## src/rtl/tdio_pkg.sv

```systemverilog
package tdio_pkg;

    localparam int OFF_W = 4;

    // per-channel register offsets (low address nibble)
    localparam logic [OFF_W-1:0] REG_CTRL  = 4'h0;
    localparam logic [OFF_W-1:0] REG_TSEC  = 4'h1;
    localparam logic [OFF_W-1:0] REG_TCYC  = 4'h2;
    localparam logic [OFF_W-1:0] REG_WIDTH = 4'h3;
    localparam logic [OFF_W-1:0] REG_ARM   = 4'h4;
    localparam logic [OFF_W-1:0] REG_STAT  = 4'h5;
    localparam logic [OFF_W-1:0] REG_QSEC  = 4'h6;
    localparam logic [OFF_W-1:0] REG_QCYC  = 4'h7;

    // global register offsets (channel nibble all ones)
    localparam logic [OFF_W-1:0] REG_IRQ_STAT = 4'h0;
    localparam logic [OFF_W-1:0] REG_IRQ_EN   = 4'h1;

    // arm word bits
    localparam int ARM_SCHED = 0;
    localparam int ARM_NOW   = 1;

    // status word bits
    localparam int ST_PEND   = 0;
    localparam int ST_LATE   = 1;
    localparam int ST_OVF    = 2;
    localparam int ST_NEMPTY = 3;
    localparam int ST_CNT    = 4;

    typedef enum logic [1:0] {
        OUT_IDLE  = 2'd0,
        OUT_WAIT  = 2'd1,
        OUT_PULSE = 2'd2
    } out_state_t;

    typedef enum logic {
        IN_LOW  = 1'b0,
        IN_HIGH = 1'b1
    } in_state_t;

endpackage

```

## src/rtl/tdio_sync.sv

```systemverilog
module tdio_sync #(
    parameter int STAGES = 2
) (
    input  logic clk,
    input  logic rst_n,
    input  logic d,
    output logic q
);
    logic [STAGES-1:0] sr;

    always_ff @(posedge clk) begin
        if (!rst_n) sr <= '0;
        else        sr <= {sr[STAGES-2:0], d};
    end

    assign q = sr[STAGES-1];
endmodule

```

## src/rtl/tdio_stamp_fifo.sv

```systemverilog
module tdio_stamp_fifo #(
    parameter int DEPTH = 4,
    parameter int W     = 59,
    parameter int CNT_W = $clog2(DEPTH + 1)
) (
    input  logic             clk,
    input  logic             rst_n,
    input  logic             push,
    input  logic             pop,
    input  logic [W-1:0]     din,
    output logic [W-1:0]     dout,
    output logic [CNT_W-1:0] count,
    output logic             drop
);
    localparam int PW = (DEPTH > 1) ? $clog2(DEPTH) : 1;
    localparam logic [PW-1:0] LAST = PW'(DEPTH - 1);

    logic [W-1:0]  mem [DEPTH];
    logic [PW-1:0] wp, rp;
    logic          full, empty, do_push, do_pop;

    assign full    = (count == CNT_W'(DEPTH));
    assign empty   = (count == '0);
    assign do_pop  = pop && !empty;
    assign do_push = push && (!full || do_pop);
    assign drop    = push && !do_push;

    always_ff @(posedge clk) begin
        if (!rst_n) begin
            wp    <= '0;
            rp    <= '0;
            count <= '0;
        end else begin
            if (do_push) wp <= (wp == LAST) ? '0 : wp + PW'(1);
            if (do_pop)  rp <= (rp == LAST) ? '0 : rp + PW'(1);
            case ({do_push, do_pop})
                2'b10:   count <= count + CNT_W'(1);
                2'b01:   count <= count - CNT_W'(1);
                default: count <= count;
            endcase
        end
    end

    always_ff @(posedge clk) begin
        if (do_push) mem[wp] <= din;
    end

    assign dout = mem[rp];
endmodule

```

## src/rtl/tdio_in_chan.sv

```systemverilog
module tdio_in_chan
    import tdio_pkg::*;
#(
    parameter int TW    = 59,
    parameter int DEPTH = 4,
    parameter int CNT_W = $clog2(DEPTH + 1)
) (
    input  logic             clk,
    input  logic             rst_n,
    input  logic             pin,
    input  logic             enable,
    input  logic [TW-1:0]    now,
    input  logic             pop,
    input  logic             clr_ovf,
    output logic [TW-1:0]    head,
    output logic [CNT_W-1:0] count,
    output logic             nonempty,
    output logic             ovf
);
    logic      pin_s;
    in_state_t state, state_d;
    logic      rise, capture, drop;

    tdio_sync #(.STAGES(2)) u_sync (
        .clk  (clk),
        .rst_n(rst_n),
        .d    (pin),
        .q    (pin_s)
    );

    // next state
    always_comb begin
        unique case (state)
            IN_LOW:  state_d = pin_s ? IN_HIGH : IN_LOW;
            IN_HIGH: state_d = pin_s ? IN_HIGH : IN_LOW;
            default: state_d = IN_LOW;
        endcase
    end

    // state register
    always_ff @(posedge clk) begin
        if (!rst_n) state <= IN_LOW;
        else        state <= state_d;
    end

    // outputs
    always_comb begin
        rise    = (state == IN_LOW) && pin_s;
        capture = rise && enable;
    end

    tdio_stamp_fifo #(.DEPTH(DEPTH), .W(TW), .CNT_W(CNT_W)) u_fifo (
        .clk  (clk),
        .rst_n(rst_n),
        .push (capture),
        .pop  (pop),
        .din  (now),
        .dout (head),
        .count(count),
        .drop (drop)
    );

    always_ff @(posedge clk) begin
        if (!rst_n)       ovf <= 1'b0;
        else if (drop)    ovf <= 1'b1;
        else if (clr_ovf) ovf <= 1'b0;
    end

    assign nonempty = (count != '0);
endmodule

```

## src/rtl/tdio_out_chan.sv

```systemverilog
module tdio_out_chan
    import tdio_pkg::*;
#(
    parameter int TW    = 59,
    parameter int WID_W = 16
) (
    input  logic             clk,
    input  logic             rst_n,
    input  logic             enable,
    input  logic [TW-1:0]    now,
    input  logic [TW-1:0]    target,
    input  logic [WID_W-1:0] width,
    input  logic             arm_sched,
    input  logic             arm_now,
    input  logic             clr_late,
    output logic             pulse,
    output logic             pending,
    output logic             late
);
    out_state_t       state, state_d;
    logic [TW-1:0]    tgt_q;
    logic             asap_q;
    logic [WID_W-1:0] wcnt_q, wid_eff;
    logic             past, take_sched, load_w;

    assign wid_eff    = (width == '0) ? WID_W'(1) : width;
    assign past       = (target <= now);
    assign take_sched = enable && arm_sched && !arm_now;
    assign load_w     = (state_d == OUT_PULSE) && ((state != OUT_PULSE) || (enable && arm_now));

    // next state
    always_comb begin
        state_d = state;
        unique case (state)
            OUT_IDLE:  state_d = OUT_IDLE;
            OUT_WAIT:  if (asap_q || (now == tgt_q)) state_d = OUT_PULSE;
            OUT_PULSE: if (wcnt_q <= WID_W'(1)) state_d = OUT_IDLE;
            default:   state_d = OUT_IDLE;
        endcase
        if (!enable)        state_d = OUT_IDLE;
        else if (arm_now)   state_d = OUT_PULSE;
        else if (arm_sched) state_d = OUT_WAIT;
    end

    // state register
    always_ff @(posedge clk) begin
        if (!rst_n) state <= OUT_IDLE;
        else        state <= state_d;
    end

    // request and width datapath
    always_ff @(posedge clk) begin
        if (!rst_n) begin
            tgt_q  <= '0;
            asap_q <= 1'b0;
            wcnt_q <= '0;
            late   <= 1'b0;
        end else begin
            if (take_sched) begin
                tgt_q  <= target;
                asap_q <= past;
            end
            if (load_w)                                  wcnt_q <= wid_eff;
            else if (state == OUT_PULSE && wcnt_q != '0) wcnt_q <= wcnt_q - WID_W'(1);
            if (take_sched && past) late <= 1'b1;
            else if (clr_late)      late <= 1'b0;
        end
    end

    // outputs
    always_comb begin
        pulse   = (state == OUT_PULSE);
        pending = (state == OUT_WAIT);
    end
endmodule

```

## src/rtl/tdio_ctrl.sv

```systemverilog
module tdio_ctrl
    import tdio_pkg::*;
#(
    parameter int NUM_CH = 5,
    parameter int SEC_W  = 32,
    parameter int CYC_W  = 27,
    parameter int DEPTH  = 4,
    parameter int WID_W  = 16,
    parameter int ADDR_W = 8,
    parameter int DATA_W = 32
) (
    input  logic              clk,
    input  logic              rst_n,
    input  logic              wr_en,
    input  logic [ADDR_W-1:0] addr,
    input  logic [DATA_W-1:0] wdata,
    input  logic              rd_en,
    output logic [DATA_W-1:0] rdata,
    input  logic [SEC_W-1:0]  time_sec,
    input  logic [CYC_W-1:0]  time_cyc,
    input  logic [NUM_CH-1:0] dio_in,
    output logic [NUM_CH-1:0] dio_out,
    output logic [NUM_CH-1:0] dio_oe,
    output logic              irq
);
    localparam int TW    = SEC_W + CYC_W;
    localparam int CNT_W = $clog2(DEPTH + 1);
    localparam int SEL_W = ADDR_W - OFF_W;
    localparam logic [SEL_W-1:0] GLOBAL_SEL = '1;

    logic [SEL_W-1:0]        sel;
    logic [OFF_W-1:0]        off;
    logic [TW-1:0]           now;
    logic [NUM_CH-1:0]       mode, pend_vec, pulse_vec, nonempty_vec;
    logic [NUM_CH-1:0]       ien;
    logic [NUM_CH*CNT_W-1:0] count_flat;
    logic [DATA_W-1:0]       rd_word [NUM_CH];

    assign sel = addr[ADDR_W-1:OFF_W];
    assign off = addr[OFF_W-1:0];
    assign now = {time_sec, time_cyc};

    for (genvar i = 0; i < NUM_CH; i++) begin : g_ch
        localparam logic [SEL_W-1:0] MY_SEL = SEL_W'(i);

        logic             hit, mode_q, late, ovf, pop, clr_late, clr_ovf;
        logic             arm_sched, arm_now;
        logic [SEC_W-1:0] tgt_sec;
        logic [CYC_W-1:0] tgt_cyc;
        logic [WID_W-1:0] wid;
        logic [TW-1:0]    head;
        logic [CNT_W-1:0] cnt;
        logic [DATA_W-1:0] word;

        assign hit       = (sel == MY_SEL);
        assign arm_sched = wr_en && hit && (off == REG_ARM) && wdata[ARM_SCHED];
        assign arm_now   = wr_en && hit && (off == REG_ARM) && wdata[ARM_NOW];
        assign clr_late  = wr_en && hit && (off == REG_STAT) && wdata[ST_LATE];
        assign clr_ovf   = wr_en && hit && (off == REG_STAT) && wdata[ST_OVF];
        assign pop       = rd_en && hit && (off == REG_QCYC);

        always_ff @(posedge clk) begin
            if (!rst_n) begin
                mode_q  <= 1'b0;
                tgt_sec <= '0;
                tgt_cyc <= '0;
                wid     <= '0;
            end else if (wr_en && hit) begin
                case (off)
                    REG_CTRL:  mode_q  <= wdata[0];
                    REG_TSEC:  tgt_sec <= wdata[SEC_W-1:0];
                    REG_TCYC:  tgt_cyc <= wdata[CYC_W-1:0];
                    REG_WIDTH: wid     <= wdata[WID_W-1:0];
                    default:   ;
                endcase
            end
        end

        tdio_out_chan #(.TW(TW), .WID_W(WID_W)) u_out (
            .clk      (clk),
            .rst_n    (rst_n),
            .enable   (mode_q),
            .now      (now),
            .target   ({tgt_sec, tgt_cyc}),
            .width    (wid),
            .arm_sched(arm_sched),
            .arm_now  (arm_now),
            .clr_late (clr_late),
            .pulse    (pulse_vec[i]),
            .pending  (pend_vec[i]),
            .late     (late)
        );

        tdio_in_chan #(.TW(TW), .DEPTH(DEPTH), .CNT_W(CNT_W)) u_in (
            .clk     (clk),
            .rst_n   (rst_n),
            .pin     (dio_in[i]),
            .enable  (!mode_q),
            .now     (now),
            .pop     (pop),
            .clr_ovf (clr_ovf),
            .head    (head),
            .count   (cnt),
            .nonempty(nonempty_vec[i]),
            .ovf     (ovf)
        );

        always_comb begin
            word = '0;
            case (off)
                REG_CTRL:  word[0] = mode_q;
                REG_TSEC:  word = DATA_W'(tgt_sec);
                REG_TCYC:  word = DATA_W'(tgt_cyc);
                REG_WIDTH: word = DATA_W'(wid);
                REG_STAT: begin
                    word[ST_PEND]            = pend_vec[i];
                    word[ST_LATE]            = late;
                    word[ST_OVF]             = ovf;
                    word[ST_NEMPTY]          = nonempty_vec[i];
                    word[ST_CNT +: CNT_W]    = cnt;
                end
                REG_QSEC:  word = DATA_W'(head[TW-1:CYC_W]);
                REG_QCYC:  word = DATA_W'(head[CYC_W-1:0]);
                default:   word = '0;
            endcase
        end

        assign rd_word[i]                       = word;
        assign mode[i]                          = mode_q;
        assign count_flat[i*CNT_W +: CNT_W]     = cnt;
    end

    always_ff @(posedge clk) begin
        if (!rst_n) ien <= '0;
        else if (wr_en && sel == GLOBAL_SEL && off == REG_IRQ_EN) ien <= wdata[NUM_CH-1:0];
    end

    always_comb begin
        rdata = '0;
        if (sel == GLOBAL_SEL) begin
            if (off == REG_IRQ_STAT)    rdata = DATA_W'(nonempty_vec);
            else if (off == REG_IRQ_EN) rdata = DATA_W'(ien);
        end else begin
            for (int i = 0; i < NUM_CH; i++) begin
                if (sel == SEL_W'(i)) rdata = rd_word[i];
            end
        end
    end

    assign dio_out = pulse_vec;
    assign dio_oe  = mode;
    assign irq     = |(nonempty_vec & ien);
endmodule

```

## config.mk

```make
export PLATFORM = sky130hd
export DESIGN_NAME = tdio_ctrl
export DESIGN_NICKNAME = d
export VERILOG_FILES = /design/src/rtl/tdio_pkg.sv /design/src/rtl/tdio_sync.sv /design/src/rtl/tdio_stamp_fifo.sv /design/src/rtl/tdio_in_chan.sv /design/src/rtl/tdio_out_chan.sv /design/src/rtl/tdio_ctrl.sv
export SDC_FILE = /design/constraint.sdc
export NUM_CORES = 2
export LEC_CHECK = 0
export BUFFER_PORTS_ARGS = -buffer_cell sky130_fd_sc_hd__buf_2
export CELL_PAD_IN_SITES_DETAIL_PLACEMENT = 1
export CELL_PAD_IN_SITES_GLOBAL_PLACEMENT = 1
export CORE_AREA = 4 4 439 441
export DETAILED_ROUTE_END_ITERATION = 7
export DIE_AREA = 0 0 443 445
export HOLD_SLACK_MARGIN = 0.08
export PLACE_DENSITY_LB_ADDON = 0.1
export RECOVER_POWER = 25
export SLEW_MARGIN = 20
export SYNTH_ARGS = -nofsm -noshare
export SYNTH_HDL_FRONTEND = slang
export SYNTH_HIERARCHICAL = 1
export SYNTH_SLANG_ARGS = --single-unit
```

## constraint.sdc

```tcl
create_clock -name clk -period 6.2 [get_ports clk]
set_clock_uncertainty 0.1 [all_clocks]
set_input_delay 1.24 -clock clk [delete_from_list [all_inputs] [get_ports clk]]
set_output_delay 1.24 -clock clk [all_outputs]
set_load 0.01 [all_outputs]
```

# Yosys cells after proc, flatten, opt, wreduce, memory -nomap -nowiden
# Memory sizes are Yosys's and may differ from the RTL's. A register that Yosys moved wholly into a read port is not among the register bits.
# Cells that the tools add are included.
# W data, S select, Z words.
dict set report totals {
  ff_bits 835
  mem_bits_rw 1180
  out_inout_bits 43
  wordCells 517
  n_memories 5
}
# name depth width read_ports rd_clocked_by_memory_dff write_ports line
set mem_list {}
lappend mem_list {{g_ch[0].u_in.u_fifo.mem} 4 59 1 1 1 tdio_stamp_fifo.sv:18} ;# logic [W-1:0] mem [DEPTH];
lappend mem_list {{g_ch[1].u_in.u_fifo.mem} 4 59 1 1 1 tdio_stamp_fifo.sv:18}
lappend mem_list {{g_ch[2].u_in.u_fifo.mem} 4 59 1 1 1 tdio_stamp_fifo.sv:18}
lappend mem_list {{g_ch[3].u_in.u_fifo.mem} 4 59 1 1 1 tdio_stamp_fifo.sv:18}
lappend mem_list {{g_ch[4].u_in.u_fifo.mem} 4 59 1 1 1 tdio_stamp_fifo.sv:18}
dict set report classes {
  add_sub_neg 25
  n_lt_le_gt_ge 10
  n_eq_ne 62
  muxes 128
  n_bitwise 6
  n_reduce_logical 205
}
# op count
set ops {}
lappend ops {{$pmux W25 S5} 5}
lappend ops {{$eq A59 B59 Y1} 5}
lappend ops {{$le A59 B59 Y1} 5}
lappend ops {{$mux W16} 15}
lappend ops {{$mux W32} 6}
lappend ops {{$pmux W6 S6} 5}
lappend ops {{$logic_and A1 B1 Y1} 102}
lappend ops {{$mux W2} 45}
lappend ops {{$le A16 B1 Y1 const B} 5}
lappend ops {{$logic_not A16 Y1} 5}
lappend ops {{$reduce_bool A16 Y1} 5}
lappend ops {{$sub A16 B1 Y16 const B} 5}
lappend ops {{$eq A2 B2 Y1 const B} 25}
lappend ops {{$reduce_and A2 Y1} 20}
lappend ops {{$reduce_bool A2 Y1} 20}
lappend ops {{$mux W1} 35}
lappend ops {{$pmux W1 S7} 5}
lappend ops {{$pmux W3 S2} 5}
lappend ops {{$logic_not A1 Y1} 25}
lappend ops {{$add A2 B1 Y2 const B} 10}
lappend ops {{$eq A2 B1 Y1 const B} 10}
lappend ops {{$eq A4 B3 Y1 const B} 5}
lappend ops {{$pmux W2 S2} 5}
lappend ops {{$eq A4 B2 Y1 const B} 4}
lappend ops {{other kinds (14)} 59}

# Depth between registers and ports, before layout
dict set report depth {
  ltp_word 10
  mapped_depth 17
  mapped_depth_nobuf 12
}

# By module
# Netlist, hierarchy kept.
# module instances cells_per_inst area_per_inst_um2
set modules_own_cells {}
lappend modules_own_cells {{tdio_stamp_fifo (g_ch[0].u_in.u_fifo ...)} 4 365 9017.4}
lappend modules_own_cells {tdio_ctrl 1 2619 20559.7}
lappend modules_own_cells {{tdio_out_chan (g_ch[0].u_out ...)} 3 682 5549.1}
lappend modules_own_cells {{tdio_out_chan (g_ch[3].u_out ...)} 2 700 5402.7}
lappend modules_own_cells {{tdio_stamp_fifo (g_ch[1].u_in.u_fifo)} 1 368 9044.9}
lappend modules_own_cells {tdio_in_chan 5 8 73.8}
lappend modules_own_cells {tdio_sync 5 4 52.6}

# Worst setup path before layout
# OpenSTA, ideal clock, no wires.
dict set report synth_timing {
  path_type {input -> register}
  startpoint {input addr[3]}
  endpoint {memory g_ch[1].u_in.u_fifo.mem[0][0] (enable)}
  setup_time_ps 423
  arrival_time_ps 4421
  slack_ps 1256
  path_stages 11
  path_buffers 5
  path_cell_list {buf_4 and4b_1 buf_2 buf_1 buf_2 nand2_1 nor2_1 nor4b_2 nor2b_1 buf_6 and2_1}
}
dict set report synth_via {
  elab_chain_cells 7
}
# item line
set synth_rtl {}
lappend synth_rtl {{start: declaration} tdio_ctrl.sv:15} ;# input logic [ADDR_W-1:0] addr,
lappend synth_rtl {{$eq A4 B3 Y1} tdio_ctrl.sv:60} ;# assign pop = rd_en && hit && (off == REG_QCYC);
lappend synth_rtl {{$logic_and A1 B1 Y1} tdio_ctrl.sv:60}
lappend synth_rtl {{via g_ch[1].pop} tdio_ctrl.sv:46} ;# logic hit, mode_q, late, ovf, pop, clr_late, clr_ovf;
lappend synth_rtl {{$logic_and A1 B1 Y1} tdio_stamp_fifo.sv:24} ;# assign do_pop = pop && !empty;
lappend synth_rtl {{$logic_or A1 B1 Y1} tdio_stamp_fifo.sv:25} ;# assign do_push = push && (!full || do_pop);
lappend synth_rtl {{$logic_and A1 B1 Y1} tdio_stamp_fifo.sv:25}
lappend synth_rtl {{$mux W1} tdio_stamp_fifo.sv:45} ;# if (do_push) mem[wp] <= din;
lappend synth_rtl {{$mux W1 (not written as such)} tdio_stamp_fifo.sv:45}
lappend synth_rtl {{end: declaration} tdio_stamp_fifo.sv:18}
# The timed path passes the listed nets, and every way through them passes these cells.

==> results.md <==
* Compound-cell area share of the yosys netlist at 12.2%
* Syn Nets at 8,415
* XOR/XNOR share of the synthesized area at 3.45%
* Max Freq at 167 MHz
* Buf/Inv on CP at 3
* DR WL/cell at 38.8 um
* Lkg Pwr at 36.6 nW
* Max incr delay on CP at 0.80 ns
* Mux share of post-synthesis cell area at 8.36%
* RD Place Congestion at 1.05
* Critical Path Source Type: register
* Pre-Repair DR Iteration Count at 8
* First-pass GRT wire length at 579,000 um
* Met3 wire length at 51,000 um
* M1 wire length at 159,000 um
* Worst r2r src: g_ch[0].u_out/tgt_q[51]
* Peak VDD IR at 0.252 mV
* Area grow syn2layout at 12.5%
* CTS Hold Buffers Added at 0
* Reg area at 0.0524 mm^2
* Adder-cell share of the synthesized area at 4.76%
* EDFF count, synth at 1,180
* Die W at 443 um
* DR WL met2 at 182,000 um
* Type of destination of the critical path: primary output
* Setup violations, final at 0
* Iter 0 DRT Violations at 10,600
* Num CTS Buffers at 215
* Synthesized instance count at 7,953
* Number of library cell types mapped by synthesis at 102
* Num rows at 160
* Required @ worst endpoint at 4.86 ns
* Seq/Total Area, Yosys at 55.8%
* Multi-input logic area at 0.0378 mm^2
* Share of post-route cells with drive strength above 1 at 13.8%
* Most frequent cell after synthesis: nand2_1
* Largest net degree at the start of global routing at 207
* Starting Density at 49.6%
* Via/cell ratio at 6.68
* Synth Warn # at 6
* Global Route Usage Sum at 42.1%
* Vias in the first global route at 71,900
* Top_reg_cell synth: edfxtp_1
* Kind of critical path: register to primary output
* R2r endpoint: g_ch[0].u_out/wcnt_q[8]
* Main combinational cell family by area after synthesis: compound AO/OA/AOI/OAI gates
* WP data arrival at 4.65 ns
* Syn Area/Cell at 11.8 um^2
* Cells along the critical path: buf_4 -> mux4_2 -> mux2_2 -> nand3_1 -> o41ai_1 -> a2111oi_0 -> o41ai_1 -> buf_4 -> buf_2
* Reg2reg path depth at 9
* Place WS at 0.501 ns
* Slew headroom at -208%
* Most instantiated cells after synthesis: nand2_1 (1,515), edfxtp_1 (1,180), dfxtp_1 (845)
* Slew Limit Fails at 923
* CTS max path bufs at 3
* Cell area power density at 282 mW/mm^2
* Filler-free cell count of the finished design at 10,900
* Worst hold path type: register to register
* Die Y at 445 um
* Residual DRC at 0
* Placed wire-length estimate at 306,000 um
* Share of Yosys cell area claimed by the top area cell type at 37.8%
* Initial antenna violation count at 43
* Worst-skew pair later-pin latency at 0.90 ns
* Resized cells post-CTS at 0
* R2R setup slack at 2.28 ns
* Worst Max-Slew Pin Slew at 4.63 ns
* Clock Sinks at 2,025
* Post-CTS Setup Bufs at 0
* Min cycle time layout at 5.99 ns
* Nets@finish at 8,601
* Slowest-stage cell, CP: a2111oi_0
* CTS root buffer: clkbuf_16
* Synth area leader: edfxtp_1
* Post-synthesis async set-or-reset flop share at 0%
* Tcrit/Tclk final at 96.6%
* Final ANT Viol Nets at 0
* RSZ-0062 raised after global routing: no
* H-tree levels at 4
* Syn Std Cell Area at 0.0938 mm^2
* Critical path destination: rdata[0]
* Core area at 0.189 mm^2
* Max Cap Viol at 49
* Die footprint at 0.197 mm^2
* Final wirelength at 422,000 um
* Setup ws final at 0.212 ns
* DR top layer: met5
* Synth Area in Simple Gates at 11.3%
* Top Ports at 151
* Total gr overflow at 0
* Fillers at 19,300
* Ranking of synthesized cells by area: edfxtp_1 (38%), dfxtp_1 (18%), mux4_2 (7.2%)
* Instance count on the critical path at 9
* CP max FO at 24
* Number of synthesized register bits at 2,025
* Clock Pin Slew Worst Setup and Hold Paths at 0.06 ns
* Status: finished with violations
* Final Hold Violating Endpoints at 0
* Inst Count DP at 10,400
* PortBufs at 150
* Failing checks: capacitance limit, slew limit
* Via count at 72,700
* CTS tree: yes
* Crit path max-delay family: compound AO/OA/AOI/OAI gates
* Setup Total Neg Slack at 0 ns
worst min path at each step:
stage / slack, ns / endpoint / start / cells after the start
5_1_grt: 0.37 / g_ch[0].u_in/u_sync/sr[1] / g_ch[0].u_in/u_sync/sr[0] / 1
3_5_place_dp: 0.32 / g_ch[0].u_in/u_sync/sr[1] / g_ch[0].u_in/u_sync/sr[0] / 1
6_report: 0.35 / g_ch[0].u_in/u_sync/sr[1] / g_ch[0].u_in/u_sync/sr[0] / 1
2_1_floorplan: 0.31 / g_ch[0].u_in/u_sync/sr[1] / g_ch[0].u_in/u_sync/sr[0] / 1
3_3_place_gp: 0.32 / g_ch[0].u_in/u_sync/sr[1] / g_ch[0].u_in/u_sync/sr[0] / 1
4_1_cts: 0.35 / g_ch[0].u_in/u_sync/sr[1] / g_ch[0].u_in/u_sync/sr[0] / 1
cell type report:
type | instances | area share (%)
diodes | 28 | 0.0664
flip-flops and latches | 2025 | 49.7
well taps | 2511 | 2.98
clock inverters | 138 | 1.55
multi-input cells | 5075 | 35.9
repair buffers | 452 | 3.01
inverters | 370 | 1.32
clock buffers | 273 | 5.55
power breakdown:
group | total (mW) | internal (mW) | switching, mW
combinational | 1.77 | 0.439 | 1.33
sequential | 14.3 | 14.3 | 0.0385
clock | 13.6 | 7.80 | 5.82
metrics by stage:
step / power, mW / util, % / hold WS, ns / cell area (um^2)
after CTS: 29.7 / 55.9 / 0.351 / 106000
final: 29.7 / 55.7 / 0.349 / 105000
after global placement: 16.3 / 51.9 / 0.318 / 98300
after detailed placement: 16.3 / 51.9 / 0.325 / 98300
after global routing: 30.4 / 55.7 / 0.369 / 105000
after floorplan: 15.3 / - / 0.312 / 93800
worst reg2reg max path: cells and delay by family (launching register included):
kind / cells / cell delay (ns)
AO/OA/AOI/OAI: 4 / 1.02
XOR/XNOR: 1 / 0.95
buffers and inverters: 1 / 0.24
flip-flops: 1 / 0.32
AND/OR/NAND/NOR: 3 / 1.21
per-layer routing:
layer,vias to the layer above,GRT usage [%]
met3,1090,11.3
met1,37400,55.5
li1,29400,-
met2,4685,63.0
met4,10,24.5
met5,-,0
sequential cells by signal, summed over array words and instances, names as in the netlist, 15 cells and up, named ones only:
signal,flops
g_ch.tgt_cyc,135
g_ch.u_in/u_fifo/mem,1180
g_ch.wid,80
g_ch.tgt_sec,160
g_ch.u_in/u_fifo/count,15
g_ch.u_out/tgt_q,295
g_ch.u_out/wcnt_q,80
placed cells by master (no fill, tap or decap), drive strengths merged, types with 20 or more instances in the layout:
master / synthesis / layout
o211a: 30 / 30
o21ai: 142 / 142
nor4: 59 / 59
a21boi: 566 / 566
a211oi: 35 / 35
mux2i: 71 / 71
xor2: 22 / 22
or4: 20 / 20
inv: 370 / 381
o221ai: 25 / 25
nand4: 132 / 132
nand3: 75 / 75
bufinv: 0 / 25
dfxtp: 845 / 845
a221oi: 35 / 35
mux2: 33 / 33
clkbuf: 292 / 394
a21o: 93 / 93
a31oi: 41 / 41
nor2b: 53 / 53
nand2: 1515 / 1515
and2: 64 / 64
a21oi: 284 / 284
buf: 191 / 330
mux4: 300 / 300
ha: 349 / 349
a222oi: 28 / 28
or3: 58 / 58
xnor2: 347 / 347
nor3: 78 / 78
clkinv: 0 / 87
edfxtp: 1180 / 1180
a22oi: 152 / 152
diode: 0 / 28
nor2: 153 / 153
o211ai: 29 / 29
cells by family (layout without fill, tap and decap cells):
family	after synthesis	count (layout)
compound gates	1610	1610
flops	2025	2025
other cells	0	28
fa+ha+maj	354	354
mux	404	404
buf+inv	853	1233
simple gates	2338	2338
xor+xnor	369	369
No activity file was read; power rests on OpenSTA's default activity.
